$ cat src/rtl/irqp_pkg.sv
package irqp_pkg;

    typedef enum logic [2:0] {
        OP_NONE     = 3'd0,
        OP_ACCEPT   = 3'd1,
        OP_POLL     = 3'd2,
        OP_SET_CPPR = 3'd3,
        OP_SET_IPI  = 3'd4,
        OP_EOI      = 3'd5
    } op_e;

    typedef enum logic [1:0] {
        PS_EMPTY = 2'd0,
        PS_EXT   = 2'd1,
        PS_IPI   = 2'd2
    } pend_e;

endpackage

$ cat src/rtl/irqp_admit.sv
module irqp_admit #(
    parameter int PRIO_W = 8
) (
    input  logic              pend,
    input  logic [PRIO_W-1:0] cur_prio,
    input  logic [PRIO_W-1:0] pend_prio,
    input  logic [PRIO_W-1:0] req_prio,
    output logic              take
);
    // Must beat the processor priority and any pending entry strictly.
    always_comb begin
        take = (req_prio < cur_prio) && (!pend || (req_prio < pend_prio));
    end
endmodule

$ cat src/rtl/irqp_ipi_check.sv
module irqp_ipi_check #(
    parameter int PRIO_W = 8
) (
    input  logic              pend,
    input  logic [PRIO_W-1:0] pend_prio,
    input  logic [PRIO_W-1:0] ipi_prio,
    output logic              fire
);
    // The IPI yields to a pending entry that is at least as favoured.
    always_comb begin
        fire = !(pend && (pend_prio <= ipi_prio));
    end
endmodule

$ cat src/rtl/irq_presenter.sv
module irq_presenter #(
    parameter int          PRIO_W  = 8,
    parameter int          SRC_W   = 24,
    parameter int          OWNER_W = 4,
    parameter int unsigned IPI_SRC = 2
) (
    input  logic                      clk,
    input  logic                      rst_n,
    input  logic                      req_valid,
    input  logic [SRC_W-1:0]          req_src,
    input  logic [PRIO_W-1:0]         req_prio,
    input  logic [OWNER_W-1:0]        req_owner,
    input  logic                      op_valid,
    input  logic [2:0]                op_code,
    input  logic [PRIO_W+SRC_W-1:0]   op_data,
    output logic                      irq_out,
    output logic                      rd_valid,
    output logic [PRIO_W+SRC_W-1:0]   rd_data,
    output logic [PRIO_W-1:0]         rd_ipi,
    output logic                      bounce_valid,
    output logic [SRC_W-1:0]          bounce_src,
    output logic [OWNER_W-1:0]        bounce_owner,
    output logic                      evict_valid,
    output logic [SRC_W-1:0]          evict_src,
    output logic [OWNER_W-1:0]        evict_owner,
    output logic                      eoi_valid,
    output logic [SRC_W-1:0]          eoi_src,
    output logic                      resend_req
);
    import irqp_pkg::*;

    localparam int                  DW       = PRIO_W + SRC_W;
    localparam logic [PRIO_W-1:0]   PRIO_OFF = '1;
    localparam logic [SRC_W-1:0]    IPI_NUM  = SRC_W'(IPI_SRC);

    pend_e               state_q, state_d;
    logic [PRIO_W-1:0]   cppr_q, cppr_d;
    logic [SRC_W-1:0]    xisr_q, xisr_d;
    logic [PRIO_W-1:0]   pprio_q, pprio_d;
    logic [PRIO_W-1:0]   mfrr_q, mfrr_d;
    logic [OWNER_W-1:0]  owner_q, owner_d;

    logic                rd_v_d, bounce_d, evict_d, eoi_d, resend_d;
    logic [DW-1:0]       rd_data_d;
    logic [PRIO_W-1:0]   rd_ipi_d;

    logic                pend;
    logic                take, ipi_fire;
    logic                do_resend, latch_ipi;
    logic [PRIO_W-1:0]   resend_cur, ipi_lvl;
    logic [PRIO_W-1:0]   op_prio, op_cur;
    op_e                 op_dec;

    assign pend    = (state_q != PS_EMPTY);
    assign op_prio = op_data[PRIO_W-1:0];
    assign op_cur  = op_data[DW-1:SRC_W];
    assign op_dec  = op_e'(op_code);

    irqp_admit #(.PRIO_W(PRIO_W)) u_admit (
        .pend      (pend),
        .cur_prio  (cppr_q),
        .pend_prio (pprio_q),
        .req_prio  (req_prio),
        .take      (take)
    );

    irqp_ipi_check #(.PRIO_W(PRIO_W)) u_ipi (
        .pend      (pend),
        .pend_prio (pprio_q),
        .ipi_prio  (op_prio),
        .fire      (ipi_fire)
    );

    // Next-state process: operations take precedence over requests.
    always_comb begin
        state_d    = state_q;
        cppr_d     = cppr_q;
        xisr_d     = xisr_q;
        pprio_d    = pprio_q;
        mfrr_d     = mfrr_q;
        owner_d    = owner_q;
        rd_v_d     = 1'b0;
        rd_data_d  = rd_data;
        rd_ipi_d   = rd_ipi;
        bounce_d   = 1'b0;
        evict_d    = 1'b0;
        eoi_d      = 1'b0;
        resend_d   = 1'b0;
        do_resend  = 1'b0;
        latch_ipi  = 1'b0;
        resend_cur = cppr_q;
        ipi_lvl    = mfrr_q;

        if (op_valid) begin
            bounce_d = req_valid;
            unique case (op_dec)
                OP_ACCEPT: begin
                    rd_v_d    = 1'b1;
                    rd_data_d = {cppr_q, xisr_q};
                    cppr_d    = pprio_q;
                    xisr_d    = '0;
                    pprio_d   = PRIO_OFF;
                    state_d   = PS_EMPTY;
                end
                OP_POLL: begin
                    rd_v_d    = 1'b1;
                    rd_data_d = {cppr_q, xisr_q};
                    rd_ipi_d  = mfrr_q;
                end
                OP_SET_CPPR: begin
                    cppr_d = op_prio;
                    if (op_prio < cppr_q) begin
                        if (pend && (op_prio <= pprio_q)) begin
                            evict_d = (state_q == PS_EXT);
                            xisr_d  = '0;
                            pprio_d = PRIO_OFF;
                            state_d = PS_EMPTY;
                        end
                    end else if (!pend) begin
                        do_resend  = 1'b1;
                        resend_cur = op_prio;
                    end
                end
                OP_SET_IPI: begin
                    mfrr_d = op_prio;
                    if ((op_prio < cppr_q) && ipi_fire) begin
                        evict_d   = (state_q == PS_EXT);
                        latch_ipi = 1'b1;
                        ipi_lvl   = op_prio;
                    end
                end
                OP_EOI: begin
                    cppr_d = op_cur;
                    eoi_d  = 1'b1;
                    if (!pend) begin
                        do_resend  = 1'b1;
                        resend_cur = op_cur;
                    end
                end
                default: ;
            endcase
        end else if (req_valid) begin
            if (take) begin
                evict_d = (state_q == PS_EXT);
                xisr_d  = req_src;
                pprio_d = req_prio;
                owner_d = req_owner;
                state_d = PS_EXT;
            end else begin
                bounce_d = 1'b1;
            end
        end

        if (do_resend) begin
            resend_d = 1'b1;
            if (mfrr_q < resend_cur) begin
                latch_ipi = 1'b1;
                ipi_lvl   = mfrr_q;
            end
        end

        if (latch_ipi) begin
            xisr_d  = IPI_NUM;
            pprio_d = ipi_lvl;
            state_d = PS_IPI;
        end
    end

    // State and output registers.
    always_ff @(posedge clk) begin
        if (!rst_n) begin
            state_q      <= PS_EMPTY;
            cppr_q       <= '0;
            xisr_q       <= '0;
            pprio_q      <= PRIO_OFF;
            mfrr_q       <= PRIO_OFF;
            owner_q      <= '0;
            rd_valid     <= 1'b0;
            rd_data      <= '0;
            rd_ipi       <= '0;
            bounce_valid <= 1'b0;
            bounce_src   <= '0;
            bounce_owner <= '0;
            evict_valid  <= 1'b0;
            evict_src    <= '0;
            evict_owner  <= '0;
            eoi_valid    <= 1'b0;
            eoi_src      <= '0;
            resend_req   <= 1'b0;
        end else begin
            state_q      <= state_d;
            cppr_q       <= cppr_d;
            xisr_q       <= xisr_d;
            pprio_q      <= pprio_d;
            mfrr_q       <= mfrr_d;
            owner_q      <= owner_d;
            rd_valid     <= rd_v_d;
            rd_data      <= rd_data_d;
            rd_ipi       <= rd_ipi_d;
            bounce_valid <= bounce_d;
            bounce_src   <= req_src;
            bounce_owner <= req_owner;
            evict_valid  <= evict_d;
            evict_src    <= xisr_q;
            evict_owner  <= owner_q;
            eoi_valid    <= eoi_d;
            eoi_src      <= op_data[SRC_W-1:0];
            resend_req   <= resend_d;
        end
    end

    assign irq_out = (state_q != PS_EMPTY);

endmodule

$ cat config.mk
export PLATFORM = sky130hd
export DESIGN_NAME = irq_presenter
export DESIGN_NICKNAME = d
export VERILOG_FILES = /design/src/rtl/irqp_pkg.sv /design/src/rtl/irqp_admit.sv /design/src/rtl/irqp_ipi_check.sv /design/src/rtl/irq_presenter.sv
export SDC_FILE = /design/constraint.sdc
export NUM_CORES = 1
export LEC_CHECK = 0
export CAP_MARGIN = 30
export CORE_ASPECT_RATIO = 1.4
export CORE_MARGIN = 8
export CORE_UTILIZATION = 51
export DETAILED_ROUTE_END_ITERATION = 10
export GPL_ROUTABILITY_DRIVEN = 0
export MAX_ROUTING_LAYER = met4
export PLACE_DENSITY = 0.85
export SLEW_MARGIN = 10
export SYNTH_ARGS = -nofsm -noshare
export SYNTH_HDL_FRONTEND = slang
export SYNTH_SLANG_ARGS = --single-unit
$ cat constraint.sdc
create_clock -name clk -period 12.3 [get_ports clk]
set_clock_uncertainty 0.05 [all_clocks]
set_input_delay 2.46 -clock clk [delete_from_list [all_inputs] [get_ports clk]]
set_output_delay 2.46 -clock clk [all_outputs]
set_load 0.02 [all_outputs]
==> results of run 1 <==
-- cells in the final DEF, fill, tap and decap left out, types with 7 or more instances in the layout --
master and n:
nor2_1 57, o22ai_1 8, nand2_1 109, nand3_1 7, a21o_1 7, o22a_1 8
o211ai_1 9, and2_1 82, ha_1 36, inv_1 25, dfxtp_1 179, a22oi_1 31
a21oi_1 62, clkdlybuf4s50_1 199, buf_4 7, a31oi_1 11, mux2i_1 20, clkbuf_16 17
o21ai_0 14
-- cell families (layout without fill, tap and decap cells) --
logic type,after synthesis,in the layout
simple gates,283,283
flops,179,179
compound gates,169,169
buf+inv,69,268
fa+ha+maj,36,36
mux,20,20
xor+xnor,2,2
-- layer usage --
metal | share of wire (%) | vias up
li1 | - | 2963
met4 | 5.5 | 0
met2 | 52 | 258
met5 | 0 | -
met3 | 6.2 | 75
met1 | 36 | 2902
-- power groups by stage --
stage	Combinational [mW]	Clock (mW)	Sequential, mW
after global routing	0.189	0.549	0.615
after detailed placement	0.172	0	0.626
after floorplan	0.0756	0	0.640
after global placement	0.168	0	0.626
final	0.174	0.517	0.614
after CTS	0.174	0.524	0.613
-- metrics by stage --
step	total power [mW]	worst slack, ns
CTS	1.31	5.18
floorplan	0.716	5.90
global route	1.35	5.20
finish	1.30	5.45
global placement	0.793	4.85
detailed placement	0.799	4.77
-- worst max-delay path: stages --
cell and delay (ns):
clkdlybuf4s50_1 0.63, ha_1 0.29, o211a_1 0.21, a211oi_1 0.37, o31a_4 0.27, nor4_1 0.06
buf_4 0.17, a21oi_1 0.14, nor2_1 0.05, a21oi_1 0.14, ha_1 0.26, a21o_1 0.17
a21o_1 0.17, a211o_1 0.33, a2111oi_4 0.37, nand2_1 0.41, a31o_2 0.40, o22a_1 0.21
-- area by class of cell --
type                            instances  area share (%)
Clock buffer                           17            4.37
Timing Repair Buffer                  210            21.4
Sequential cell                       179            36.8
Clock inverter                         14            1.48
Inverter                               27            1.04
Tap cell                              182            2.34
Multi-Input combinational cell        510            32.5
-- worst max-delay path by stage --
| stage | depth (start not counted) | startpoint | to |
|---|---|---|---|
| after floorplan | 16 | op_data[4] | pprio_q[6] |
| after global placement | 18 | op_data[1] | pprio_q[6] |
| after detailed placement | 18 | op_data[2] | pprio_q[6] |
| after CTS | 18 | op_data[2] | pprio_q[6] |
| after global routing | 18 | op_data[2] | pprio_q[6] |
| final | 18 | op_data[2] | pprio_q[6] |
-- state kept, by name (all words and copies together) (netlist names), 2 cells and up --
signal        flops
bounce_src       24
state_q           2
cppr_q            8
mfrr_q            8
rd_data          32
pprio_q           8
bounce_owner      4
rd_ipi            8
eoi_src          24
owner_q           4
xisr_q           24
evict_src        24
evict_owner       4
==> impl_metrics.csv, run 1 <==
group,metric,value,unit
min_path,holdPathStages,2,
min_path,hold_path.startpoint,"rd_data[2]",
cts,h_tree_depth_reported_by_cts,4,
routing,antenna_violating_nets_post_route,0,
timing,finalCritPeriodShare,55.7,%
timing,setup_tns,0,ns
cts,post_cts_buffers,0,
routing,routed_wl,21.1,mm
cts,worst_skew_pair.late_latency,0.42,ns
floorplan,num_rows,50,
setup_path,critical_path_arrival,7.11,ns
grt,grt_pass1_wl,32.6,mm
cts,tritoncts.num_buffers,17,
cts,tritoncts_num_sinks,179,
logic_synthesis,synth_top_cells_by_count,"dfxtp_1 (179), nand2_1 (109), and2_1 (82)",
logic_synthesis,synthXorXnorAreaFrac,0.250,%
final_layout,finalInstanceArea,9730,um^2
power_and_ir_drop,switching_share,27.2,%
setup_path,crit-reg2reg-launch,"cppr_q[2]",
grt,groute.layer.met1.usage,24.5,%
setup_path,crit_type,"in -> reg",
power_and_ir_drop,irDropWorstVdd,0.0861,mV
logic_synthesis,synth_compound_gate_area_share,16.0,%
final_layout,finish.net_count,1056,
routing,viasPerCell,5.44,
timing,achievable-frequency,146,MHz
logic_synthesis,synth_async_sr_flop_share,0,%
grt,gr-usage-met3,4.68,%
timing,setup_viol,0,
logic_synthesis,synth.distinct_cells,51,
logic_synthesis,synthMostInstantiatedCell,"dfxtp_1",
cts,cts_repair_resize_count,0,
setup_path,worst-path-max-fanout,10,
power_and_ir_drop,power_frac_comb,13.4,%
final_layout,insertedDiodeCount,0,
cts,cts_hold_buffers,0,
setup_path,r2r.worst_path.cells,18,
setup_path,timing.rr.end,"pprio_q[6]",
min_path,worstHoldEndpoint,"rd_data[2]",
final_layout,layout-drive-gt1-share,5.54,%
setup_path,startpoint_type,"input pin",
logic_synthesis,yosysTopAreaCell,"dfxtp_1",
grt,gr-max-usage-layer,"met2",
routing,drt_first_iter_violations,350,
cts,clkSlewWorstSetupHoldPaths,0.07,ns
logic_synthesis,yosys-top-cells-area,"dfxtp_1 (51%), and2_1 (7.3%), ha_1 (6.4%)",
power_and_ir_drop,power.sequential.fraction,47.0,%
grt,grt_max_degree,99,
power_and_ir_drop,clockPowerShare,39.6,%
grt,first_global_vias,6147,
grt,grt_use_total,24.2,%
logic_synthesis,post_synthesis_adder_cell_area_fraction,6.43,%
timing,slew-limit-headroom,33.4,%
min_path,worst_hold_path_type,"reg -> reg",
logic_synthesis,postSynthCellCount,758,
logic_synthesis,dominantRegCellSynth,"dfxtp_1",
routing,routed-via-count,6198,
grt,met2_usage,42.7,%
timing,worst_hold_slack,0.404,ns
final_layout,final-instance-count-excl-fill,1139,
setup_path,cp.required,12.57,ns
routing,drt-wirelength-per-cell,18.5,um
final_layout,finish.utilization,72.7,%
final_layout,area_growth,39.0,%
logic_synthesis,synth-seq-area-share,51.2,%
routing,first_pass_iters,5,
floorplan,floorplan.initialDensity,52.3,%
cts,cts_tree,"yes",
routing,remaining_drc_errors,0,
logic_synthesis,syn_avg_cell_area,9.24,um^2
grt,grt_overflow_total,0,
final_layout,final-seq-area,3580,um^2
power_and_ir_drop,cellPowerDensity,134,nW/um^2
logic_synthesis,synth_simple_gate_area_share,19.4,%
setup_path,reg2reg_setup_slack,7.60,ns
floorplan,io_pins,201,
floorplan,floorplan_core_area,13400,um^2
setup_path,crit_path_end_kind,"flip-flop",
flow_run,max-cap-violations,0,
logic_synthesis,synthesis.area,7000,um^2
logic_synthesis,ys_warn_count,0,
final_layout,fillCellCount,1017,
outcome,status,"completed",
cts,ctsRootBufferMaster,"clkbuf_16",
floorplan,die_h,155,um
floorplan,design.die.area,17800,um^2
final_layout,multi_input_comb_area,3170,um^2
power_and_ir_drop,internal_power,0.949,mW
place,place_hpwl,15.4,mm
timing,timing_hold_violations_final,0,
timing,rsz0062_at_grt,"no",
cts,clock_tree.buffer_depth,2,
logic_synthesis,yosys-mux-area-fraction,2.86,%
power_and_ir_drop,p_leak,3.85,nW
grt,antenna_violations_before_repair,0,
logic_synthesis,synth.net_count,869,
place,post-place-cells,1107,
timing,timing_max_transition_violations_final,0,
power_and_ir_drop,net-switching-power,0.355,mW
logic_synthesis,synth_enable_flop_cells,0,
timing,worst_pin_slew,1.00,ns
timing,fin_crit,6.85,ns
place,postPlaceCellArea,9150,um^2
logic_synthesis,netlist.area_leader.share,51.2,%
logic_synthesis,ys_seq_elements,179,
floorplan,die_width,115,um
logic_synthesis,dominant_combinational_cell_family_by_area_after_synthesis,"simple AND/OR/NAND/NOR gates",
place,port_buffers,200,
No activity file was read; power rests on OpenSTA's default activity.
==> run 2: changes to the inputs <==
--- a/config.mk
+++ b/config.mk
@@ -8,11 +8,11 @@
 export CAP_MARGIN = 30
 export CORE_ASPECT_RATIO = 1.4
 export CORE_MARGIN = 8
-export CORE_UTILIZATION = 51
+export CORE_UTILIZATION = 48
 export DETAILED_ROUTE_END_ITERATION = 10
 export GPL_ROUTABILITY_DRIVEN = 0
 export MAX_ROUTING_LAYER = met4
-export PLACE_DENSITY = 0.85
+export PLACE_DENSITY = 0.81
 export SLEW_MARGIN = 10
 export SYNTH_ARGS = -nofsm -noshare
 export SYNTH_HDL_FRONTEND = slang
==> constraint.sdc (replaced) <==
create_clock -name clk -period 6.7 [get_ports clk]
set_clock_uncertainty 0.05 [all_clocks]
set_input_delay 1.34 -clock clk [delete_from_list [all_inputs] [get_ports clk]]
set_output_delay 1.34 -clock clk [all_outputs]
set_load 0.02 [all_outputs]
==> impl_metrics.csv, run 2 (synthesis results as in run 1) <==
group,metric,value,unit
outcome,status,"completed",
place,postPlaceCellArea,9200,um^2
final_layout,finish.net_count,1062,
grt,grt_overflow_total,0,
grt,first_global_vias,6146,
routing,drt-wirelength-per-cell,18.1,um
power_and_ir_drop,irDropWorstVdd,0.161,mV
power_and_ir_drop,clockPowerShare,39.5,%
power_and_ir_drop,internal_power,1.74,mW
min_path,holdPathStages,1,
grt,grt_pass1_wl,32.7,mm
power_and_ir_drop,p_leak,3.88,nW
cts,clkSlewWorstSetupHoldPaths,0.07,ns
timing,timing_max_transition_violations_final,0,
floorplan,floorplan.initialDensity,48.7,%
timing,achievable-frequency,176,MHz
timing,worst_pin_slew,0.812,ns
floorplan,die_h,159,um
setup_path,crit_slowest_cell,"clkdlybuf4s50_1",
final_layout,layout-drive-gt1-share,6.13,%
setup_path,cp.required,6.96,ns
timing,setup_tns,0,ns
final_layout,finish.utilization,68.0,%
setup_path,critical_path_cell_count,18,
timing,rsz0062_at_grt,"no",
cts,cts_tree,"yes",
place,place_hpwl,15.3,mm
grt,grt_max_degree,99,
timing,fin_crit,5.70,ns
power_and_ir_drop,cellPowerDensity,245,nW/um^2
power_and_ir_drop,switching_share,27.1,%
grt,grt_use_total,22.4,%
cts,ctsRootBufferMaster,"clkbuf_16",
cts,cts_repair_resize_count,0,
cts,post_cts_buffers,0,
routing,routed-via-count,6069,
floorplan,die_width,118,um
setup_path,critical_path.top_delay_family,"compound AO/OA/AOI/OAI gates",
setup_path,timing.critical_path.buf_inv,2,
final_layout,area_growth,39.6,%
timing,setup_viol,0,
floorplan,design.die.area,18800,um^2
setup_path,startpoint_type,"input pin",
cts,h_tree_depth_reported_by_cts,4,
power_and_ir_drop,power.sequential.fraction,47.1,%
routing,antenna_violating_nets_post_route,0,
floorplan,num_rows,52,
grt,antenna_violations_before_repair,0,
cts,cts_hold_buffers,0,
final_layout,insertedDiodeCount,0,
setup_path,worst-path-max-fanout,10,
final_layout,finalInstanceArea,9770,um^2
setup_path,timing.critical_path.slowest_cell_delay,0.56,ns
floorplan,io_pins,201,
setup_path,crit_path_cell_trace,"clkdlybuf4s50_1, ha_1, or4_1, a21oi_2, o31a_4, nor4_1, buf_4, a21oi_1, nor2_1, a21oi_1, ha_1, a21o_1, a21o_1, a211o_1, a2111oi_4, nand2_1, a31o_2, o22a_1",
power_and_ir_drop,net-switching-power,0.649,mW
setup_path,crit_path_end_kind,"flip-flop",
cts,worst_skew_pair.late_latency,0.42,ns
timing,timing_hold_violations_final,0,
cts,tritoncts.num_buffers,17,
final_layout,final_cell_mix,"clkdlybuf4s50_1 (199), dfxtp_1 (179), nand2_1 (109)",
power_and_ir_drop,power_frac_comb,13.4,%
routing,viasPerCell,5.27,
setup_path,r2r.worst_path.cells,18,
routing,drt_first_iter_violations,442,
routing,remaining_drc_errors,0,
timing,slew-limit-headroom,45.9,%
routing,first_pass_iters,5,
final_layout,max_flop_register,"rd_data",
floorplan,floorplan_core_area,14400,um^2
power_and_ir_drop,totalPowerFinal,2.39,mW
min_path,worst_hold_path_type,"reg -> reg",
setup_path,crit_type,"in -> reg",
cts,clock_tree.buffer_depth,2,
setup_path,critical_path_arrival,5.96,ns
place,port_buffers,200,
flow_run,max-cap-violations,0,
timing,finalCritPeriodShare,85.0,%
routing,routed_wl,20.9,mm
cts,tritoncts_num_sinks,179,
final_layout,largest_register_ffs,32,
final_layout,most_common_cell_after_layout_fill_and_taps_aside,"clkdlybuf4s50_1",
==> run 2: cell types whose count changed in the layout (fill, tap and decap cells not counted) <==
cell	delta
buf_4	+8
buf_8	-2
clkinv_4	+1
inv_6	-2
inv_8	+1
==> run 2: worst paths after layout <==
path	startpoint	slack, ns	endpoint
worst max-delay path	op_data[2]	1.00	pprio_q[6]
worst min register to register	owner_q[0]	0.40	evict_owner[0]
worst max register to register	cppr_q[2]	2.01	pprio_q[6]
worst min-delay path	owner_q[0]	0.40	evict_owner[0]
==> run 2: worst reg2reg max path, stage by stage (launching register included) <==
cell	delay [ns]
dfxtp_1	0.45
inv_1	0.11
ha_1	0.21
or4_1	0.52
a21oi_2	0.19
o31a_4	0.21
nor4_1	0.05
buf_4	0.17
a21oi_1	0.15
nor2_1	0.05
a21oi_1	0.14
ha_1	0.26
a21o_1	0.16
a21o_1	0.17
a211o_1	0.32
a2111oi_4	0.39
nand2_1	0.39
a31o_2	0.39
o22a_1	0.20
==> run 2: area by class of cell <==
type	instances	area, um^2
fillers	1119	4600
multi-input cells	510	3170
flip-flops and latches	179	3580
clock buffers	17	425
well taps	189	236
clock inverters	14	146
inverters	27	101
repair buffers	216	2110
==> run 2: metrics by stage <==
stage	std cells	setup slack (ns)	hold WS [ns]
CTS	1151	1.05	0.403
floorplan	758	1.42	0.379
global placement	1119	0.716	0.384
global route	1152	0.812	0.436
finish	1152	1.00	0.401
detailed placement	1120	0.629	0.387
==> run 2: metal layers <==
metal  wire length [um]  global-route usage (%)  share of wire (%)  vias up
met5                  0                       -                  0        -
met4               1100                    14.1                5.3        0
met3                989                    4.61                4.7       61
met2              10900                    39.0                 52      240
met1               7940                    22.4                 38     2790
li1                   -                       -                  -     2978
==> run 2: power groups by stage <==
stage	Sequential [mW]	Combinational (mW)	Clock [mW]
after detailed placement	1.15	0.318	0
after global placement	1.15	0.313	0
after floorplan	1.18	0.139	0
after global routing	1.13	0.348	1.01
final	1.13	0.321	0.946
after CTS	1.13	0.321	0.966
